## src/rtl/ssm_pkg.sv

```systemverilog
package ssm_pkg;
  localparam int DefIntW    = 12;
  localparam int DefFracW   = 30;
  localparam int DefPeriodW = 13;
  localparam int DefStepW   = 24;

  // strobes from ramp control to the ratio datapath
  typedef struct packed {
    logic loadCfg;   // capture shadow configuration
    logic clearAcc;  // ramp value back to zero
    logic stepEn;    // apply one step
    logic stepUp;    // step direction
  } ssmStrobes_t;
endpackage

```

## src/rtl/ssm_ramp_ctrl.sv

```systemverilog
module ssm_ramp_ctrl
  import ssm_pkg::*;
#(
  parameter int PERIOD_W = DefPeriodW
) (
  input  logic                clk,
  input  logic                rst,
  input  logic                outTick,
  input  logic                spreadEn,
  input  logic [PERIOD_W-1:0] halfPeriod,
  output ssmStrobes_t         stb
);
  logic                enQ;
  logic                dirUpQ;
  logic [PERIOD_W-1:0] periodQ;
  logic [PERIOD_W-1:0] cntQ;
  logic [PERIOD_W-1:0] lastCnt;
  logic                atEnd;
  logic                keepSpread;
  logic                loadCfg;

  assign lastCnt    = (periodQ == '0) ? '0 : periodQ - PERIOD_W'(1);
  assign atEnd      = (cntQ >= lastCnt);
  assign keepSpread = enQ & spreadEn;
  assign loadCfg    = outTick & (~enQ | atEnd);

  always_comb begin
    stb.loadCfg  = loadCfg;
    stb.clearAcc = loadCfg & ~keepSpread;
    stb.stepEn   = outTick & enQ & ~(loadCfg & ~keepSpread);
    stb.stepUp   = dirUpQ;
  end

  always_ff @(posedge clk) begin
    if (rst) begin
      enQ     <= 1'b0;
      dirUpQ  <= 1'b1;
      periodQ <= '0;
      cntQ    <= '0;
    end else if (loadCfg) begin
      enQ     <= spreadEn;
      periodQ <= halfPeriod;
      if (keepSpread) begin
        cntQ   <= '0;
        dirUpQ <= ~dirUpQ;
      end else if (spreadEn) begin
        cntQ   <= halfPeriod >> 1;
        dirUpQ <= 1'b1;
      end else begin
        cntQ   <= '0;
        dirUpQ <= 1'b1;
      end
    end else if (outTick && enQ) begin
      cntQ <= cntQ + PERIOD_W'(1);
    end
  end

  // idle cycles leave the ramp control untouched
  p_hold_idle_r10: assert property (@(posedge clk) disable iff (rst)
    !outTick |=> ($stable(cntQ) && $stable(dirUpQ) && $stable(enQ)));

  // the leg counter stays inside the captured half-period
  p_cnt_bound_r5: assert property (@(posedge clk) disable iff (rst)
    enQ |-> (cntQ <= lastCnt));

  // a turnaround that keeps spreading reverses the ramp
  p_turn_flip_r5: assert property (@(posedge clk) disable iff (rst)
    (outTick && enQ && spreadEn && atEnd) |=> (dirUpQ != $past(dirUpQ)));

  // with spreading off the counter is parked
  p_idle_park_r2: assert property (@(posedge clk) disable iff (rst)
    !enQ |-> (cntQ == '0 && dirUpQ));
endmodule

```

## src/rtl/ssm_ratio_path.sv

```systemverilog
module ssm_ratio_path
  import ssm_pkg::*;
#(
  parameter int INT_W    = DefIntW,
  parameter int FRAC_W   = DefFracW,
  parameter int PERIOD_W = DefPeriodW,
  parameter int STEP_W   = DefStepW
) (
  input  logic              clk,
  input  logic              rst,
  input  ssmStrobes_t       stb,
  input  logic [INT_W-1:0]  divInt,
  input  logic [FRAC_W-1:0] divFrac,
  input  logic [FRAC_W-1:0] spreadOffset,
  input  logic [STEP_W-1:0] rampStep,
  output logic [INT_W-1:0]  ratioInt,
  output logic [FRAC_W-1:0] ratioFrac
);
  localparam int RATIO_W = INT_W + FRAC_W;
  localparam int ACC_W   = PERIOD_W + STEP_W + 1;
  localparam int WIDE_W  = (ACC_W > RATIO_W) ? ACC_W : RATIO_W;
  localparam int SUM_W   = WIDE_W + 2;

  logic [INT_W-1:0]  intQ;
  logic [FRAC_W-1:0] fracQ;
  logic [FRAC_W-1:0] offQ;
  logic [STEP_W-1:0] stepQ;
  logic [ACC_W-1:0]  accQ;
  logic [ACC_W-1:0]  stepExt;
  logic [SUM_W-1:0]  baseExt;
  logic [SUM_W-1:0]  offExt;
  logic [SUM_W-1:0]  accExt;
  logic [SUM_W-1:0]  sum;
  logic              isNeg;
  logic              isOver;
  logic [RATIO_W-1:0] ratioSat;

  assign stepExt = {{(ACC_W-STEP_W){1'b0}}, stepQ};

  always_ff @(posedge clk) begin
    if (rst) begin
      intQ  <= '0;
      fracQ <= '0;
      offQ  <= '0;
      stepQ <= '0;
      accQ  <= '0;
    end else begin
      if (stb.loadCfg) begin
        intQ  <= divInt;
        fracQ <= divFrac;
        offQ  <= spreadOffset;
        stepQ <= rampStep;
      end
      if (stb.clearAcc) begin
        accQ <= '0;
      end else if (stb.stepEn) begin
        accQ <= stb.stepUp ? accQ + stepExt : accQ - stepExt;
      end
    end
  end

  // two's complement sum over a range wide enough for any sign
  assign baseExt = {{(SUM_W-RATIO_W){1'b0}}, intQ, fracQ};
  assign offExt  = {{(SUM_W-FRAC_W){offQ[FRAC_W-1]}}, offQ};
  assign accExt  = {{(SUM_W-ACC_W){accQ[ACC_W-1]}}, accQ};
  assign sum     = baseExt - offExt + accExt;

  assign isNeg  = sum[SUM_W-1];
  assign isOver = |sum[SUM_W-2:RATIO_W];

  always_comb begin
    if (isNeg)       ratioSat = '0;
    else if (isOver) ratioSat = '1;
    else             ratioSat = sum[RATIO_W-1:0];
  end

  assign ratioInt  = ratioSat[RATIO_W-1:FRAC_W];
  assign ratioFrac = ratioSat[FRAC_W-1:0];

  // a clear strobe leaves the ramp at zero
  p_acc_clear_r2: assert property (@(posedge clk) disable iff (rst)
    stb.clearAcc |=> (accQ == '0));

  // shadow configuration moves only on a capture strobe
  p_cfg_hold_r6: assert property (@(posedge clk) disable iff (rst)
    !stb.loadCfg |=> ($stable(intQ) && $stable(fracQ) && $stable(offQ) && $stable(stepQ)));

  // the ramp value moves only when a step or clear is issued
  p_acc_hold_r10: assert property (@(posedge clk) disable iff (rst)
    (!stb.stepEn && !stb.clearAcc) |=> $stable(accQ));

  // strobes never ask for a clear and a step together
  p_strobe_excl_r1: assert property (@(posedge clk) disable iff (rst)
    !(stb.clearAcc && stb.stepEn));
endmodule

```

## src/rtl/ssm_modulator.sv

```systemverilog
module ssm_modulator
  import ssm_pkg::*;
#(
  parameter int INT_W    = DefIntW,
  parameter int FRAC_W   = DefFracW,
  parameter int PERIOD_W = DefPeriodW,
  parameter int STEP_W   = DefStepW
) (
  input  logic                clk,
  input  logic                rst,
  input  logic                outTick,
  input  logic                spreadEn,
  input  logic [INT_W-1:0]    divInt,
  input  logic [FRAC_W-1:0]   divFrac,
  input  logic [FRAC_W-1:0]   spreadOffset,
  input  logic [PERIOD_W-1:0] halfPeriod,
  input  logic [STEP_W-1:0]   rampStep,
  output logic [INT_W-1:0]    ratioInt,
  output logic [FRAC_W-1:0]   ratioFrac
);
  ssmStrobes_t stb;

  ssm_ramp_ctrl #(.PERIOD_W(PERIOD_W)) uCtrl (
    .clk        (clk),
    .rst        (rst),
    .outTick    (outTick),
    .spreadEn   (spreadEn),
    .halfPeriod (halfPeriod),
    .stb        (stb)
  );

  ssm_ratio_path #(
    .INT_W(INT_W), .FRAC_W(FRAC_W), .PERIOD_W(PERIOD_W), .STEP_W(STEP_W)
  ) uPath (
    .clk          (clk),
    .rst          (rst),
    .stb          (stb),
    .divInt       (divInt),
    .divFrac      (divFrac),
    .spreadOffset (spreadOffset),
    .rampStep     (rampStep),
    .ratioInt     (ratioInt),
    .ratioFrac    (ratioFrac)
  );
endmodule

```

## config.mk

```make
export PLATFORM = sky130hd
export DESIGN_NAME = ssm_modulator
export DESIGN_NICKNAME = d
export VERILOG_FILES = /design/src/rtl/ssm_pkg.sv /design/src/rtl/ssm_ramp_ctrl.sv /design/src/rtl/ssm_ratio_path.sv /design/src/rtl/ssm_modulator.sv
export SDC_FILE = /design/constraint.sdc
export NUM_CORES = 1
export LEC_CHECK = 0
export BUFFER_PORTS_ARGS = -buffer_cell sky130_fd_sc_hd__buf_2
export CELL_PAD_IN_SITES_DETAIL_PLACEMENT = 1
export CELL_PAD_IN_SITES_GLOBAL_PLACEMENT = 1
export CORE_UTILIZATION = 44
export DETAILED_ROUTE_END_ITERATION = 12
export PLACE_DENSITY_LB_ADDON = 0.1
export SYNTH_ARGS = -nofsm -noshare
export SYNTH_HDL_FRONTEND = slang
export SYNTH_SLANG_ARGS = --single-unit
```

## constraint.sdc

```tcl
create_clock -name clk -period 5.8 [get_ports clk]
set_clock_uncertainty 0.2 [all_clocks]
set_input_delay 0.58 -clock clk [delete_from_list [all_inputs] [get_ports clk]]
set_output_delay 0.58 -clock clk [all_outputs]
set_load 0.05 [all_outputs]
```

Yosys cells after proc, flatten, opt, wreduce, memory -nomap -nowiden
Index checks and enable logic that the tools add are counted.
- add/subtract/negate cells: 6
- magnitude comparators: 1
- bitwise logic cells: 10
- muxes and demuxes: 9
- reduce and logical (&&, ||, !) cells: 4
- operator list (kind ; number):
    42-bit 2-to-1 mux ; 2
    13-bit 2-to-1 mux ; 4
    44-bit adder ; 1
    43-bit by 30-bit subtractor with 44-bit output ; 1
    38-bit by 24-bit adder with 38-bit output ; 1
    38-bit 2-to-1 mux ; 1
    38-bit by 24-bit subtractor with 38-bit output ; 1
    13-bit by 1-bit adder with 13-bit output (second input constant) ; 1
    13-bit >= comparator ; 1
    13-bit logical NOT ; 1
    13-bit by 1-bit subtractor with 13-bit output (second input constant) ; 1
    12-bit 2-to-1 mux ; 1
    1-bit bitwise AND ; 5
    1-bit NOT ; 4
    2-bit nonzero test ; 1
    2-bit OR reduction ; 1
    1-bit logical AND ; 1
    1-bit 2-to-1 mux ; 1
    1-bit bitwise OR ; 1
- bits in registers: 162
- output and inout port bits: 42
- word-level logic and storage cells: 39

Logic depth before layout (Yosys ltp)
- depth in word-level cells: 8
- gate-level depth with buffers: 20

Hierarchy
A second synthesis with hierarchy kept.
- cell total of the unflattened synthesis: 1642
- area, all modules: 13241.4 um2
- by module, submodules not included (module ; area each (um2) ; instances ; cells an instance):
    ssm_ratio_path ; 11290.8 ; 1 ; 1406
    ssm_ramp_ctrl ; 1950.6 ; 1 ; 236

Worst setup path before layout
OpenSTA, ideal clock, no wires.
- path kind: reg-to-output
- start point: register uPath.offQ[29]
- end point: output ratioFrac[10]
- stages on the path, launching flop included: 15
- data required time: 5.020 ns
- path buffers: 2
- data arrival time: 4.338 ns
- path slack: 0.682 ns
- cell sequence: dfxtp_1 -> fa_1 -> inv_1 -> ha_1 -> clkbuf_1 -> a21o_1 -> a211oi_1 -> and2_0 -> o311a_1 -> a221oi_2 -> a221o_2 -> a21oi_4 -> xnor2_4 -> buf_6 -> a21oi_1
- word-level cells in the longest chain between the ends: 4
- ends and longest elaborated chain (item ; RTL line ; text):
    start, declared ; ssm_ratio_path.sv:26 ; logic [FRAC_W-1:0] offQ;
    start signal, assigned ; ssm_ratio_path.sv:51 ; offQ <= spreadOffset;
    43-bit by 30-bit subtractor with 44-bit output (*) ; ssm_ratio_path.sv:66 ; assign sum = baseExt - offExt + accExt;
    44-bit adder (*) ; ssm_ratio_path.sv:66 ;
    42-bit 2-to-1 mux ; ssm_ratio_path.sv:73 ; else if (isOver) ratioSat = '1;
    42-bit 2-to-1 mux (*) ; ssm_ratio_path.sv:72 ; if (isNeg) ratioSat = '0;
    end, declared ; ssm_modulator.sv:19 ; output logic [FRAC_W-1:0] ratioFrac
Mark *: on every way between the ends. The rest lies on a longest branch, timed or not.

Worst setup path in the final report
- start point: register uPath.accQ[8]
- end point: output ratioFrac[4]
- word-level cells in the longest chain between the ends: 3
- ends and longest elaborated chain (item ; RTL line ; text):
    start, declared ; ssm_ratio_path.sv:28 ; logic [ACC_W-1:0] accQ;
    start signal, assigned ; ssm_ratio_path.sv:57 ; accQ <= stb.stepUp ? accQ + stepExt : accQ - stepExt;
    44-bit adder (*) ; ssm_ratio_path.sv:66 ;
    42-bit 2-to-1 mux ; ssm_ratio_path.sv:73 ;
    42-bit 2-to-1 mux (*) ; ssm_ratio_path.sv:72 ;
Marks and branches as above.

==> impl_metrics.toml <==
[floorplanning]
io_pins = 155
die-area_um2 = 29800
initial_core_util_pct = 44.7
rows = 62
dieHeight_um = 173
die_x_um = 173
core_area_um2 = 28600

[final_layout]
drive_above_1_share_pct = 12.8
multi_input_comb_area_um2 = 8560
diodes = 0
seq_area_um2 = 3240
post-route-cell-area_um2 = 14600
nNetsFinal = 2109
utilization_pct = 50.8
areaGrowthSynthToFinish_pct = 13.8
stdcell_count = 2251
n_fill_cell = 3681

[yosys]
yosysWarnings = 0
syn_nets = 1999
yosys_most_used_dff = "dfxtp_1"
ys_seq_area_share_pct = 25.4
synth_cells = 1744
synthArstFlopShare_pct = 0
synth_area_um2 = 12800
yosys.cell_types.count = 81
synth_edf_count = 0
synth-seq-cells = 162
syn_area_per_cell_um2 = 7.33

[clock_network]
numCtsBuffers = 17
cts_hold_buf = 0
cts_max_path_buffers = 2
cts_root_buffer = "clkbuf_16"
cts_sinks = 162
cts_tree = "yes"
clkTransAtPathRegs_ns = 0.07
worst_skew_pair.late_latency_ns = 0.44
cts.htree.levels = 4

[critical_path]
worstSetupStartpoint = "uPath.accQ[8]"
cpMostUsedCell = "inv_1"
path_cells = "inv_1, fa_1, inv_1, ha_1, nand4_1, or3_1, a21oi_2, a22oi_2, o311a_1, a221oi_2, a221o_2, a21oi_4, xnor2_4, a21oi_1, buf_2"
max_stage_delay_ns = 0.59
crit_fanout = 21
cp_data_arrival_time_ns = 4.77
worstSetupPathType = "register to output port"
regToRegSetupSlack_ns = 0.62
crit_path_end_kind = "output port"
critPathLaunchType = "register"
worstPathBufferInverterCount = 3
slowest_stage = "xnor2_4"
required_ns = 5.02
path_delay_family = "compound AO/OA/AOI/OAI gates"
reg2reg_from = "uCtrl.periodQ[2]"

[sta]
setup_slack_ns = 0.249
max_freq_ghz = 0.180
hold_viol_final = 0
period_needed_ns = 5.55
slew_viol_final = 0
maxSlewHeadroom_pct = 34.4
tightest_slew_ns = 0.984
final.setup.tns_ns = 0
fin_crit_sh_pct = 95.7
rsz0062_at_grt = "no"
holdWs_ns = 0.170
setup_viol = 0

[detailed_routing]
drt-total-wl_um = 41000
via_per_inst = 5.53
ant_nets = 0
drt_iter0_markers = 483
vias = 12444
wl_per_cell_um = 18.2
drc = 0
dr.pass1.iters = 5

[placed_design]
preCtsSetupSlack_ns = 0.463
dp_cells = 2216
place_area_um2 = 13900
io_buffers = 154
dp_hpwl_um = 31400
place.gp.congestion = 0.868

[pwr]
p_total_mw = 4.65
leakagePower_nw = 6.81
power.density_nw_per_um2 = 319
ir_worst_vdd_uv = 210

[global_routing]
gr-total-overflow = 0
antenna_found_initial = 0
gr-usage-all-layers_pct = 27.4
grt_pass1_vias = 12670
grt_pass1_wl_um = 65700
grt_max_degree = 85

[worst_hold_path]
hold_class = "input port to register"
hold_start = "rampStep[2]"

[run]
maxCapViolations = 0

[run_status]
status = "finished clean"
[registers in the layout (all words and copies together) (netlist names)]
name           count
uCtrl.cntQ        13
uCtrl.dirUpQ       1
uCtrl.enQ          1
uCtrl.periodQ     13
uPath.accQ        38
uPath.fracQ       30
uPath.intQ        12
uPath.offQ        30
uPath.stepQ       24
[timing repair]
action                     in CTS  in global routing
setup endpoints to repair      18                 42
gates cloned                    1                  1
resized for setup               0                  1
pin swaps                       1                  2
setup buffers                   0                  1
[worst reg2reg max path: stages (launching register included)]
cell and delay, ns:
dfxtp_1 0.36, or4_1 0.58, or4_1 0.51, or3_1 0.55, nand2_1 0.12, ha_1 0.24, a211o_1 0.28, o221ai_1 0.21
a21oi_1 0.11, nor4b_4 0.44, nor2_1 0.16, or2_1 0.47, buf_4 0.34, nor4b_1 0.29, mux2i_1 0.12, o311ai_0 0.10
[metal layers]
metal | up-vias | share of wire [%] | track usage [%]
met1 | 6025 | 45 | 33.9
li1 | 6093 | - | -
met5 | - | 0 | 0
met2 | 267 | 49 | 48.7
met4 | 0 | 2.9 | 9.71
met3 | 59 | 3.3 | 3.47
[path summary, 6_finish.rpt]
kind	end	depth (start not counted)
worst min register to register	uPath.fracQ[21]	2
worst min-delay path	uPath.stepQ[2]	3
worst max register to register	uPath.accQ[31]	15
worst max-delay path	ratioFrac[4]	15
[kinds of logic (layout without fill, tap and decap cells)]
group,after synthesis,in the layout,share of synthesized area [%]
fa+ha+maj,142,142,16.5
flops,162,162,25.4
buf+inv,274,395,8.31
compound gates,488,489,23.0
xor+xnor,103,104,7.20
simple gates,573,573,19.5
mux,2,2,0.166
[power breakdown]
group | internal (mW) | total (mW) | switching, mW
clock network | 0.685 | 1.21 | 0.527
logic | 0.688 | 2.20 | 1.51
registers | 1.18 | 1.24 | 0.0624
[synthesized netlist by cell type (13+ instances only)]
master	number	area (um2)
dfxtp_1	162	3240
nor3_1	27	135
nand3_1	26	130
fa_1	44	881
o21ai_0	42	210
nor2b_1	15	93.8
xor2_1	56	490
ha_1	98	1230
xnor2_1	46	403
a21o_1	50	375
a21oi_1	288	1440
nand2_1	357	1340
a211oi_1	13	97.6
inv_1	187	702
nor2_1	74	278
nand4_1	17	106
clkbuf_1	74	278
[layout make-up]
cell class / count / area share, %
well taps: 384 / 3.30
repair buffers: 175 / 6.57
flip-flops and latches: 162 / 22.3
inverters: 188 / 4.85
multi-input cells: 1310 / 58.8
clock inverters: 14 / 1.24
clock buffers: 18 / 2.95
[cell usage in the layout, fill, tap and decap left out, types with 10 or more instances in the layout]
cell,netlist,layout
nor2b_1,15,15
nor3_1,27,27
xnor2_1,46,46
fa_1,44,44
xor2_1,56,56
o21ai_0,42,42
inv_1,187,187
a21o_1,50,50
a211oi_1,13,13
a21oi_1,288,288
dfxtp_1,162,162
buf_4,0,20
nor2_1,74,72
nand2_1,357,356
ha_1,98,98
clkbuf_16,0,17
nand3_1,26,26
nand4_1,17,17
buf_2,3,153
o21a_1,10,10
a31oi_1,12,12
No activity file was read; power rests on OpenSTA's default activity.
